--- src/rtl/ext_irq_pkg.sv ---
package ext_irq_pkg;
  localparam int unsigned PORT_W_DEF      = 4;
  localparam int unsigned SYNC_STAGES_DEF = 2;

  typedef enum logic {
    SENSE_EDGE  = 1'b0,
    SENSE_LEVEL = 1'b1
  } sense_e;
endpackage

--- src/rtl/eil_rst_sync.sv ---
module eil_rst_sync #(
  parameter int unsigned STAGES = 2
) (
  input  logic clk,
  input  logic rst_n,
  output logic rst_sync_n
);
  logic [STAGES-1:0] chain_q;
  logic [STAGES-1:0] chain_d;

  always_comb begin
    chain_d = {chain_q[STAGES-2:0], 1'b1};
  end

  always_ff @(posedge clk or negedge rst_n) begin
    if (!rst_n) chain_q <= '0;
    else        chain_q <= chain_d;
  end

  assign rst_sync_n = chain_q[STAGES-1];
endmodule

--- src/rtl/eil_pin_sync.sv ---
module eil_pin_sync #(
  parameter int unsigned     W      = 1,
  parameter int unsigned     STAGES = 2,
  parameter logic [W-1:0]    IDLE   = '0
) (
  input  logic         clk,
  input  logic         rst_n,
  input  logic [W-1:0] pin_i,
  output logic [W-1:0] pin_o
);
  logic [W-1:0] stg_q [STAGES];
  logic [W-1:0] stg_d [STAGES];

  for (genvar s = 0; s < STAGES; s++) begin : g_stage
    if (s == 0) begin : g_first
      always_comb stg_d[s] = pin_i;
    end else begin : g_next
      always_comb stg_d[s] = stg_q[s-1];
    end

    always_ff @(posedge clk or negedge rst_n) begin
      if (!rst_n) stg_q[s] <= IDLE;
      else        stg_q[s] <= stg_d[s];
    end
  end

  assign pin_o = stg_q[STAGES-1];
endmodule

--- src/rtl/eil_trigger.sv ---
module eil_trigger #(
  parameter int unsigned W           = 1,
  parameter bit          ACTIVE_HIGH = 1'b1
) (
  input  logic         clk,
  input  logic         rst_n,
  input  logic [W-1:0] sync_i,
  output logic [W-1:0] edge_o,
  output logic [W-1:0] level_o
);
  logic [W-1:0] act;
  logic [W-1:0] hist_q;

  for (genvar b = 0; b < W; b++) begin : g_bit
    if (ACTIVE_HIGH) begin : g_hi
      always_comb act[b] = sync_i[b];
    end else begin : g_lo
      always_comb act[b] = ~sync_i[b];
    end

    always_ff @(posedge clk or negedge rst_n) begin
      if (!rst_n) hist_q[b] <= 1'b0;
      else        hist_q[b] <= act[b];
    end

    always_comb begin
      edge_o[b]  = act[b] & ~hist_q[b];
      level_o[b] = act[b];
    end
  end
endmodule

--- src/rtl/eil_req_latch.sv ---
module eil_req_latch (
  input  logic clk,
  input  logic rst_n,
  input  logic set_i,
  input  logic clr_i,
  output logic q_o
);
  logic q_d;
  logic q_r;

  always_comb begin
    if (set_i)      q_d = 1'b1;
    else if (clr_i) q_d = 1'b0;
    else            q_d = q_r;
  end

  always_ff @(posedge clk or negedge rst_n) begin
    if (!rst_n) q_r <= 1'b0;
    else        q_r <= q_d;
  end

  assign q_o = q_r;
endmodule

--- src/rtl/ext_irq_latch.sv ---
module ext_irq_latch
  import ext_irq_pkg::*;
#(
  parameter int unsigned PORT_W      = PORT_W_DEF,
  parameter int unsigned SYNC_STAGES = SYNC_STAGES_DEF
) (
  input  logic              clk,
  input  logic              rst_n,
  input  logic              cfg_level_mode,
  input  logic              cfg_port_en,
  input  logic              irq_pin_n,
  input  logic [PORT_W-1:0] port_pins,
  input  logic              cpu_mask,
  input  logic              cpu_insn_done,
  input  logic              cpu_ack,
  output logic              irq_pending,
  output logic              irq_req
);
  localparam logic [PORT_W-1:0] PORT_IDLE = '0;

  sense_e      sense;
  logic        rst_sync_n;
  logic        ded_sync;
  logic        ded_edge;
  logic        ded_lvl;
  logic [PORT_W-1:0] port_sync;
  logic [PORT_W-1:0] port_edge;
  logic [PORT_W-1:0] port_lvl;
  logic        ded_hit;
  logic        port_hit;
  logic        set_any;

  assign sense = sense_e'(cfg_level_mode);

  eil_rst_sync #(.STAGES(SYNC_STAGES)) u_rst (
    .clk(clk), .rst_n(rst_n), .rst_sync_n(rst_sync_n)
  );

  eil_pin_sync #(.W(1), .STAGES(SYNC_STAGES), .IDLE(1'b1)) u_ded_sync (
    .clk(clk), .rst_n(rst_sync_n), .pin_i(irq_pin_n), .pin_o(ded_sync)
  );

  eil_pin_sync #(.W(PORT_W), .STAGES(SYNC_STAGES), .IDLE(PORT_IDLE)) u_port_sync (
    .clk(clk), .rst_n(rst_sync_n), .pin_i(port_pins), .pin_o(port_sync)
  );

  eil_trigger #(.W(1), .ACTIVE_HIGH(1'b0)) u_ded_trig (
    .clk(clk), .rst_n(rst_sync_n), .sync_i(ded_sync),
    .edge_o(ded_edge), .level_o(ded_lvl)
  );

  eil_trigger #(.W(PORT_W), .ACTIVE_HIGH(1'b1)) u_port_trig (
    .clk(clk), .rst_n(rst_sync_n), .sync_i(port_sync),
    .edge_o(port_edge), .level_o(port_lvl)
  );

  always_comb begin
    ded_hit  = ded_edge | ((sense == SENSE_LEVEL) & ded_lvl);
    port_hit = cfg_port_en &
               ((|port_edge) | ((sense == SENSE_LEVEL) & (|port_lvl)));
    set_any  = ded_hit | port_hit;
  end

  eil_req_latch u_latch (
    .clk(clk), .rst_n(rst_sync_n), .set_i(set_any), .clr_i(cpu_ack),
    .q_o(irq_pending)
  );

  assign irq_req = irq_pending & ~cpu_mask & cpu_insn_done;
endmodule

--- config.mk ---
export PLATFORM = sky130hd
export DESIGN_NAME = ext_irq_latch
export DESIGN_NICKNAME = d
export VERILOG_FILES = /design/src/rtl/ext_irq_pkg.sv /design/src/rtl/eil_rst_sync.sv /design/src/rtl/eil_pin_sync.sv /design/src/rtl/eil_trigger.sv /design/src/rtl/eil_req_latch.sv /design/src/rtl/ext_irq_latch.sv
export SDC_FILE = /design/constraint.sdc
export NUM_CORES = 1
export LEC_CHECK = 0
export BUFFER_PORTS_ARGS = -buffer_cell sky130_fd_sc_hd__buf_2
export CORE_AREA = 4 4 41 43
export CTS_BUF_LIST = sky130_fd_sc_hd__clkbuf_4 sky130_fd_sc_hd__clkbuf_8
export CTS_CLUSTER_SIZE = 24
export DETAILED_ROUTE_END_ITERATION = 10
export DIE_AREA = 0 0 45 47
export SLEW_MARGIN = 0
export SYNTH_ARGS = -nofsm -noshare
export SYNTH_HDL_FRONTEND = slang
export SYNTH_SLANG_ARGS = --single-unit
--- constraint.sdc ---
create_clock -name clk -period 0.9 [get_ports clk]
set_clock_uncertainty 0.15 [all_clocks]
set_input_delay 0.18 -clock clk [delete_from_list [all_inputs] [get_ports clk]]
set_output_delay 0.18 -clock clk [all_outputs]
set_load 0.02 [all_outputs]
==> results.json, run 1 <==
{
  "synthCells": 33,
  "synth.avg_cell_area_um2": 16.5,
  "worstHoldPathCells": 3,
  "startpoint_type": "flop",
  "later_pin_clock_latency_in_the_skew_report_ns": 0.28,
  "synth.yosys.warnings": 0,
  "worst_path_fanout_max": 3,
  "vdd_drop_max_mv": 0.990,
  "grt-ovfl-total": 0,
  "drtIter0Drc": 0,
  "multiInputGateArea_um2": 119,
  "cell_type_contributing_the_most_total_cell_area_after_synthesis": "sky130_fd_sc_hd__dfrtp_1",
  "grt_setup_unrepaired": "yes",
  "power-per-cell-area_nw_per_um2": 1870,
  "yosys-top-cells-area": "sky130_fd_sc_hd__dfrtp_1 (74%), sky130_fd_sc_hd__dfstp_2 (9.7%), sky130_fd_sc_hd__and2b_2 (3.2%)",
  "timing.final.setup_violations": 3,
  "worst_r2r_startpoint": "u_port_sync.pin_o[1]$_DFF_PN0_",
  "final_net_count": 72,
  "grt.total_usage_pct": 10.7,
  "total_number_of_vias": 330,
  "antenna_found_initial": 0,
  "synth.most_common_cell": "sky130_fd_sc_hd__dfrtp_1",
  "synth-main-ff-cell": "sky130_fd_sc_hd__dfrtp_1",
  "drt.antenna.violating_nets": 0,
  "vias_per_cell": 4.46,
  "synthDistinctLibCells": 14,
  "synth-seq-cells": 18,
  "cp_slowest_cell": "sky130_fd_sc_hd__or4_4",
  "whs_endpoint": "u_latch.q_o$_DFFE_PN0P_",
  "area_growth_pct": 45.3,
  "most_used_standard_cells_in_the_synthesized_netlist": "sky130_fd_sc_hd__dfrtp_1 (16), sky130_fd_sc_hd__and2b_2 (2), sky130_fd_sc_hd__dfstp_2 (2), sky130_fd_sc_hd__nand3_1 (2), sky130_fd_sc_hd__nor2b_1 (2)",
  "finalWorstSetupSlack_ns": -0.437,
  "cts.htree.levels": 1,
  "totalWireLength_um": 922,
  "placed_instance_count": 63,
  "fp.dieW_um": 45,
  "worstHoldStart": "cfg_port_en",
  "r2r-end": "u_latch.q_o$_DFFE_PN0P_",
  "crit_path_cell_chain": "or4_4 -> nand3_2 -> nand3_2",
  "clkSinkCount": 18,
  "antenna_cells_inserted": 0,
  "ys_seq_area_share_pct": 83.2,
  "worst_r2r_path_depth": 3,
  "min_period_ns": 1.34,
  "postPlaceCellArea_um2": 651,
  "row_count": 13,
  "floorplan.die_area_um2": 2120,
  "cts-buffers-inserted": 3,
  "clk_pin_slew_ns": 0.09,
  "gpl.final_weighted_congestion": 0.722,
  "worst_min_delay_path_class": "in2reg",
  "status": "finished, violations left",
  "grt_pass1_wl_mm": 1.56,
  "synth.top_cell.area_share_pct": 73.6,
  "final_hold_viol_count": 0,
  "p_leak_nw": 0.371,
  "violations": "setup timing",
  "netlist_area_um2": 544,
  "final_area_um2": 791,
  "cap_viol_max_count": 0,
  "crit_top_cell": "sky130_fd_sc_hd__nand3_2",
  "achievable-frequency_mhz": 748,
  "regToRegSetupSlack_ns": -0.44,
  "critPathMaxStageDelay_ns": 0.54,
  "io_buffers": 13,
  "grt_pass1_vias": 381,
  "ff_latch_area_um2": 453,
  "dr.pass1.iters": 1,
  "route.detailed.drc": 0,
  "synth_async_sr_flop_share_pct": 100,
  "cts_root_buffer": "sky130_fd_sc_hd__clkbuf_4",
  "worstPathArrival_ns": 1.35,
  "floorplan.die.height_um": 47,
  "coreArea_um2": 1300,
  "cts_tree": "yes",
  "drv_slew": 0,
  "wire_per_inst_um": 12.5,
  "final.fill_count": 110,
  "start_util_pct": 41.8,
  "max-clock-path-buffers": 2,
  "required_ns": 0.92,
  "post_route_cells_drive_above_1_share_pct": 52.5,
  "synth_enable_flop_cells": 0,
  "finalNonFillerCells": 74,
  "cp-end-kind": "flop",
  "final.period_utilization_pct": 149,
  "syn-num-nets": 45,
  "top_level_ports": 14,
  "finalCoreUtilization_pct": 60.8,
  "crit_type": "reg2reg",
  "largest_net_degree_at_the_start_of_global_routing": 17
}
[repair_timing]
action / CTS / global route
pin swaps: 2 / 2
hold endpoints to repair: 8 / 0
gates resized for setup: 5 / 4
hold buffers: 6 / 0
buffers inserted: 1 / 0
setup endpoints to repair: 3 / 3
[worst max-delay path: cells and delay by family, from the launching register on]
family           cells  cell delay (ns)
AND/OR/NAND/NOR      3             0.67
flip-flops           1             0.40
[sequential cells by signal, summed over array words and instances (netlist names)]
name,count
u_port_sync.pin_o,4
u_port_sync.stg_d,4
u_rst.chain_q,2
u_port_trig.hist_q,4
u_ded_sync.stg_d,1
u_latch.q_o,1
u_ded_trig.hist_q,1
u_ded_sync.pin_o,1
[routing by layer]
layer,vias to the layer above,routed length [µm],global-route usage [%]
li1,157,-,-
met1,162,337,11.9
met2,11,523,16.9
met3,0,61,2.30
met4,0,0,10.5
met5,-,0,0
[metrics by stage]
step	setup WS [ns]	total power [mW]	hold slack (ns)	TNS, ns
final	-0.437	1.48	0.0114	-1.09
after global routing	-0.469	1.56	0.00570	-1.21
after CTS	-0.435	1.50	-0.0178	-1.12
after detailed placement	-0.420	0.980	-0.183	-0.514
after global placement	-0.386	0.973	-0.186	-0.464
after floorplan	-0.368	0.928	-0.266	-0.507
[worst max-delay path by stage]
stage / cells past startpoint / slack [ns] / from / end
CTS: 3 / -0.44 / u_port_sync.pin_o[2]$_DFF_PN0_ / u_latch.q_o$_DFFE_PN0P_
floorplan: 3 / -0.37 / u_port_sync.pin_o[0]$_DFF_PN0_ / u_latch.q_o$_DFFE_PN0P_
global route: 3 / -0.47 / u_port_sync.pin_o[1]$_DFF_PN0_ / u_latch.q_o$_DFFE_PN0P_
detailed placement: 3 / -0.42 / u_port_sync.pin_o[0]$_DFF_PN0_ / u_latch.q_o$_DFFE_PN0P_
finish: 3 / -0.44 / u_port_sync.pin_o[1]$_DFF_PN0_ / u_latch.q_o$_DFFE_PN0P_
global placement: 3 / -0.39 / u_port_sync.pin_o[0]$_DFF_PN0_ / u_latch.q_o$_DFFE_PN0P_
[power breakdown]
part	switching, mW	internal, mW
sequential	0.0191	0.854
combinational	0.0570	0.0783
clock	0.227	0.246
total	0.303	1.18
[placed cells by master (no fill, tap or decap)]
cell,count
sky130_fd_sc_hd__dfrtp_1,16
sky130_fd_sc_hd__buf_2,11
sky130_fd_sc_hd__dlygate4sd3_1,6
sky130_fd_sc_hd__clkbuf_4,3
sky130_fd_sc_hd__buf_4,3
sky130_fd_sc_hd__and2b_2,2
sky130_fd_sc_hd__nor2b_1,2
sky130_fd_sc_hd__nand3_2,2
sky130_fd_sc_hd__buf_6,2
sky130_fd_sc_hd__dfstp_2,2
sky130_fd_sc_hd__inv_1,1
sky130_fd_sc_hd__nand2b_1,1
sky130_fd_sc_hd__a21oi_1,1
sky130_fd_sc_hd__nor2b_2,1
sky130_fd_sc_hd__o41ai_2,1
sky130_fd_sc_hd__or4_4,1
sky130_fd_sc_hd__nand2_2,1
sky130_fd_sc_hd__nor2_4,1
sky130_fd_sc_hd__clkbuf_8,1
sky130_fd_sc_hd__conb_1,1
[cell families after synthesis]
| group | Yosys count | share of synthesized area (%) |
|---|---|---|
| flops | 18 | 83.2 |
| simple gates | 11 | 12.9 |
| other cells | 1 | 0.689 |
| compound gates | 2 | 2.53 |
| buf+inv | 1 | 0.689 |
[final cells by class]
type                       instances  area share [%]
clock buffer                       4            4.59
inverter                           1           0.475
multi-input combinational         14            15.0
sequential                        18            57.3
tap                               15            2.37
timing repair buffer              22            20.3
Power figures use the tool's default switching activity.
==> inputs of run 2 (changes only) <==
- ABC_AREA: unset -> 1
==> run 2 against run 1 <==
The flow still finishes with violations (setup timing). Utilization shrank 0.58 points. First-iteration DRC count grew 1. Sequential share of layout area grew 0.71 points. Die area is the same. Maximum frequency grew 5.7%. Power shrank 0.97%. Design area shrank 0.95%. Clock power shrank 0.8%. Largest power group unchanged.
==> results.json, run 2 <==
{
  "p_leak_nw": 0.406,
  "post_route_cells_drive_above_1_share_pct": 35.2,
  "cts_root_buffer": "sky130_fd_sc_hd__clkbuf_4",
  "synth.top_cell.area_share_pct": 72.4,
  "synth-seq-cells": 18,
  "placed_instance_count": 74,
  "synth.most_common_cell": "sky130_fd_sc_hd__dfrtp_1",
  "wire_per_inst_um": 9.24,
  "antenna_cells_inserted": 0,
  "gpl.final_weighted_congestion": 0.680,
  "crit_type": "reg2out",
  "final_area_um2": 783,
  "syn-num-nets": 56,
  "finalNonFillerCells": 86,
  "synthCells": 44,
  "final_hold_slack_ns": 0.0208,
  "grt_pass1_wl_mm": 1.35,
  "worstHoldStart": "cpu_ack",
  "worstHoldPathCells": 4,
  "clkSinkCount": 18,
  "power-per-cell-area_nw_per_um2": 1870,
  "synthDistinctLibCells": 7,
  "place_hpwl_um": 575,
  "yosys-top-cells-area": "sky130_fd_sc_hd__dfrtp_1 (72%), sky130_fd_sc_hd__dfstp_2 (9.5%), sky130_fd_sc_hd__nand2_1 (8.1%)",
  "later_pin_clock_latency_in_the_skew_report_ns": 0.28,
  "max-clock-path-buffers": 2,
  "io_buffers": 13,
  "most_used_standard_cells_in_the_synthesized_netlist": "sky130_fd_sc_hd__dfrtp_1 (16), sky130_fd_sc_hd__nand2_1 (12), sky130_fd_sc_hd__inv_1 (7), sky130_fd_sc_hd__nor2_1 (4)",
  "place_ws_ns": -0.145,
  "cap_viol_max_count": 0,
  "vdd_drop_max_mv": 1.16,
  "cell_type_contributing_the_most_total_cell_area_after_synthesis": "sky130_fd_sc_hd__dfrtp_1",
  "synth_enable_flop_cells": 0,
  "total_power_mw": 1.47,
  "most-common-layout-cells": "sky130_fd_sc_hd__dfrtp_1 (15), sky130_fd_sc_hd__buf_2 (12), sky130_fd_sc_hd__nand2_1 (11)",
  "fp.dieW_um": 45,
  "r2r-end": "u_latch.q_o$_DFFE_PN0P_",
  "postPlaceCellArea_um2": 661,
  "required_ns": 0.57,
  "cts_tree": "yes",
  "drt.antenna.violating_nets": 0,
  "worstPathArrival_ns": 0.94,
  "status": "finished, violations left",
  "cts-buffers-inserted": 3,
  "whs_endpoint": "u_latch.q_o$_DFFE_PN0P_",
  "violations": "setup timing",
  "final_hold_viol_count": 0,
  "cts.htree.levels": 1,
  "netlist_area_um2": 553,
  "grt-ovfl-total": 0,
  "vias_per_cell": 4.00,
  "min_period_ns": 1.27,
  "total_number_of_vias": 344,
  "synth_async_sr_flop_share_pct": 100,
  "floorplan.die.height_um": 47,
  "regToRegSetupSlack_ns": -0.15,
  "ys_seq_area_share_pct": 81.9,
  "startpoint_type": "flop",
  "synth-main-ff-cell": "sky130_fd_sc_hd__dfrtp_1",
  "dr.pass1.iters": 4,
  "synth.avg_cell_area_um2": 12.6,
  "drtIter0Drc": 1,
  "worst_min_delay_path_class": "in2reg",
  "finalWorstSetupSlack_ns": -0.365,
  "final_net_count": 84,
  "coreArea_um2": 1300,
  "worst_r2r_path_depth": 6,
  "start_util_pct": 42.5,
  "totalWireLength_um": 795,
  "floorplan.die_area_um2": 2120,
  "final.period_utilization_pct": 141,
  "achievable-frequency_mhz": 790,
  "layout.cells.most_common": "sky130_fd_sc_hd__dfrtp_1",
  "antenna_found_initial": 0,
  "clk_pin_slew_ns": 0.09,
  "timing.final.setup_violations": 3,
  "area_growth_pct": 41.6,
  "row_count": 13,
  "drv_slew": 0,
  "worst_path_fanout_max": 3,
  "worst_r2r_startpoint": "u_port_sync.pin_o[3]$_DFF_PN0_",
  "largest_net_degree_at_the_start_of_global_routing": 11,
  "route.detailed.drc": 0,
  "top_level_ports": 14,
  "grt_pass1_vias": 353,
  "grt_setup_unrepaired": "yes",
  "synth.yosys.warnings": 0,
  "cp-end-kind": "output pin",
  "grt.total_usage_pct": 9.07
}
[run 2: cell count changes after synthesis, moves of 2 or more]
cell	previous run	this run
sky130_fd_sc_hd__and2b_2	2	0
sky130_fd_sc_hd__inv_1	1	7
sky130_fd_sc_hd__nand2_1	1	12
sky130_fd_sc_hd__nand3_1	2	0
sky130_fd_sc_hd__nor2_1	1	4
sky130_fd_sc_hd__nor2b_1	2	0
[run 2: per-layer routing]
| metal | GRT usage [%] | vias to the layer above | routed length [µm] |
|---|---|---|---|
| met5 | 0 | - | 0 |
| met2 | 16.1 | 10 | 391 |
| met1 | 9.78 | 154 | 349 |
| met3 | 3.45 | 0 | 54 |
| li1 | - | 180 | - |
| met4 | 3.51 | 0 | 0 |
[run 2: how the worst max path moves through the flow]
stage | from | cells past startpoint | endpoint
floorplan | u_latch.q_o$_DFFE_PN0P_ | 2 | irq_req
global placement | u_port_sync.pin_o[2]$_DFF_PN0_ | 6 | u_latch.q_o$_DFFE_PN0P_
detailed placement | u_port_sync.pin_o[2]$_DFF_PN0_ | 6 | u_latch.q_o$_DFFE_PN0P_
CTS | u_latch.q_o$_DFFE_PN0P_ | 3 | irq_req
global route | u_latch.q_o$_DFFE_PN0P_ | 3 | irq_req
finish | u_latch.q_o$_DFFE_PN0P_ | 3 | irq_req
[run 2: kinds of logic after synthesis]
logic type	share of synthesized area, %
buf+inv	4.75
flops	81.9
other cells	0.678
simple gates	10.9
compound gates	1.81
[run 2: area by class of cell]
cell class	count	area, µm²
fill	108	518
sequential	18	454
multi-input combinational	19	83.8
inverter	7	26.3
tap	15	18.8
clock buffer	4	36.3
timing repair buffer	23	164
[run 2: report_power, final]
part | leakage [nW] | internal [mW] | total [mW] | switching (mW)
clock | 0.0210 | 0.246 | 0.469 | 0.223
combinational | 0.180 | 0.0689 | 0.125 | 0.0562
sequential | 0.205 | 0.854 | 0.873 | 0.0181
total | 0.406 | 1.17 | 1.47 | 0.297
[run 2: what timing repair did]
action | 4_1_cts | 5_1_grt
resized for setup | 3 | 0
pin swaps | 2 | 3
hold buffers | 7 | 0
setup endpoints to repair | 3 | 3
endpoints found under the hold margin | 8 | 0
setup buffers | 1 | 0
[run 2: critical path, cell delays in order, from the launching register on]
cell and delay, ns:
sky130_fd_sc_hd__dfrtp_2 0.42, sky130_fd_sc_hd__nand2_2 0.08, sky130_fd_sc_hd__nor2_4 0.03, sky130_fd_sc_hd__buf_6 0.12
[run 2: metrics by stage]
stage | TNS (ns) | util (%)
final | -0.808 | 60.2
after global placement | -0.206 | 50.8
after CTS | -0.865 | 60.2
after global routing | -1.02 | 60.2
after floorplan | -0.139 | -
after detailed placement | -0.255 | 50.8
==> inputs of run 3 (changes only) <==
- RECOVER_POWER: unset -> 100
==> run 3 against run 2 <==
The flow still finishes with violations (setup timing). First-iteration DRC count unchanged. Sequential share of layout area increased by 0.56 points. Power decreased by 0.25%. Flip-flop and latch count unchanged. Largest power group unchanged. Highest routed layer unchanged.
==> results.json, run 3 (synthesized netlist as in run 2, its figures left out) <==
{
  "drv_slew": 0,
  "required_ns": 0.57,
  "layout.cells.most_common": "sky130_fd_sc_hd__dfrtp_1",
  "area_growth_pct": 40.3,
  "cts_tree": "yes",
  "cts_root_buffer": "sky130_fd_sc_hd__clkbuf_4",
  "floorplan.die_area_um2": 2120,
  "ff_latch_area_um2": 454,
  "place_ws_ns": -0.145,
  "multiInputGateArea_um2": 83.8,
  "violations": "setup timing",
  "achievable-frequency_mhz": 790,
  "row_count": 13,
  "antenna_cells_inserted": 0,
  "clkSinkCount": 18,
  "vias_per_cell": 4.00,
  "grt-ovfl-total": 0,
  "final_net_count": 84,
  "drtIter0Drc": 1,
  "drt.antenna.violating_nets": 0,
  "crit_type": "reg2out",
  "finalWorstSetupSlack_ns": -0.365,
  "worst_min_delay_path_class": "in2reg",
  "coreArea_um2": 1300,
  "postPlaceCellArea_um2": 661,
  "min_period_ns": 1.27,
  "clk_pin_slew_ns": 0.09,
  "top_level_ports": 14,
  "vdd_drop_max_mv": 1.16,
  "final_hold_slack_ns": 0.0206,
  "most-common-layout-cells": "sky130_fd_sc_hd__dfrtp_1 (15), sky130_fd_sc_hd__nand2_1 (11), sky130_fd_sc_hd__buf_2 (11)",
  "cts-buffers-inserted": 3,
  "cp-end-kind": "output pin",
  "final_hold_viol_count": 0,
  "dr.pass1.iters": 4,
  "startpoint_type": "flop",
  "status": "finished, violations left",
  "p_leak_nw": 0.399,
  "grt.total_usage_pct": 9.07,
  "floorplan.die.height_um": 47,
  "max-clock-path-buffers": 2,
  "place_hpwl_um": 575,
  "post_route_cells_drive_above_1_share_pct": 32.4,
  "antenna_found_initial": 0,
  "start_util_pct": 42.5,
  "worst_path_fanout_max": 3,
  "gpl.final_weighted_congestion": 0.680,
  "later_pin_clock_latency_in_the_skew_report_ns": 0.28,
  "route.detailed.drc": 0,
  "io_buffers": 13,
  "grt_setup_unrepaired": "yes",
  "grt_pass1_wl_mm": 1.35,
  "totalWireLength_um": 796,
  "final_area_um2": 776,
  "cap_viol_max_count": 0,
  "final.period_utilization_pct": 141,
  "final.fill_count": 109,
  "grt_pass1_vias": 353,
  "total_number_of_vias": 344,
  "power-per-cell-area_nw_per_um2": 1890,
  "wire_per_inst_um": 9.26,
  "worstPathArrival_ns": 0.94,
  "largest_net_degree_at_the_start_of_global_routing": 11,
  "fp.dieW_um": 45,
  "timing.final.setup_violations": 3,
  "cts.htree.levels": 1
}
[run 3: cell count changes in the layout (fill, tap and decap cells not counted)]
| cell | delta |
|---|---|
| sky130_fd_sc_hd__clkbuf_2 | +1 |
| sky130_fd_sc_hd__buf_2 | -1 |
| sky130_fd_sc_hd__buf_4 | -2 |
| sky130_fd_sc_hd__clkbuf_1 | +2 |
[run 3: routing by layer]
| metal | vias to the layer above | wire [µm] | track usage, % |
|---|---|---|---|
| li1 | 180 | - | - |
| met1 | 154 | 350 | 9.78 |
| met2 | 10 | 391 | 16.1 |
| met3 | 0 | 54 | 3.45 |
| met4 | 0 | 0 | 3.51 |
| met5 | - | 0 | 0 |
[run 3: repair_timing]
item                       CTS  global route
buffers inserted             1             0
hold endpoints to repair     8             0
cloned                       0             0
setup endpoints to repair    3             3
hold buffers                 7             0
pin swaps                    2             3
gates resized for setup      3             0
[run 3: critical path, cell delays in order (launching register included)]
cell and delay (ns):
sky130_fd_sc_hd__dfrtp_2 0.42, sky130_fd_sc_hd__nand2_2 0.08, sky130_fd_sc_hd__nor2_4 0.03, sky130_fd_sc_hd__buf_6 0.12
[run 3: final timing paths]
check | from | endpoint | slack (ns) | depth (start not counted)
setup reg to reg | u_port_sync.pin_o[3]$_DFF_PN0_ | u_latch.q_o$_DFFE_PN0P_ | -0.15 | 6
min in group asynchronous | rst_n | u_rst.chain_q[0]$_DFF_PN0_ | 0.06 | 2
hold reg to reg | u_rst.chain_q[1]$_DFF_PN0_ | u_ded_sync.pin_o$_DFF_PN1_ | 0.07 | 0
setup / recovery | u_latch.q_o$_DFFE_PN0P_ | irq_req | -0.37 | 3
max in group asynchronous | u_rst.chain_q[1]$_DFF_PN0_ | u_ded_sync.stg_d[0]$_DFF_PN1_ | 0.26 | 1
hold / removal | cpu_ack | u_latch.q_o$_DFFE_PN0P_ | 0.02 | 4
[run 3: area by class of cell]
cell class                 count  share of cell area, %
sequential                    18                   58.5
timing repair buffer          23                   20.2
multi-input combinational     19                   10.8
clock buffer                   4                   4.68
inverter                       7                   3.39
tap                           15                   2.42
[run 3: report_power, final]
group,leakage (nW),internal (mW),switching (mW)
Clock,0.0210,0.246,0.223
Combinational,0.173,0.0650,0.0563
Sequential,0.205,0.854,0.0180
Total,0.399,1.17,0.298
[run 3: stage by stage]
step                util (%)  power (mW)  std cells  setup TNS [ns]
floorplan                  -       0.931         44          -0.139
global placement        50.8       0.978         74          -0.206
detailed placement      50.8       0.983         74          -0.255
CTS                     60.2        1.49         86          -0.865
global route            59.6        1.56         86           -1.02
finish                  59.6        1.46         86          -0.808
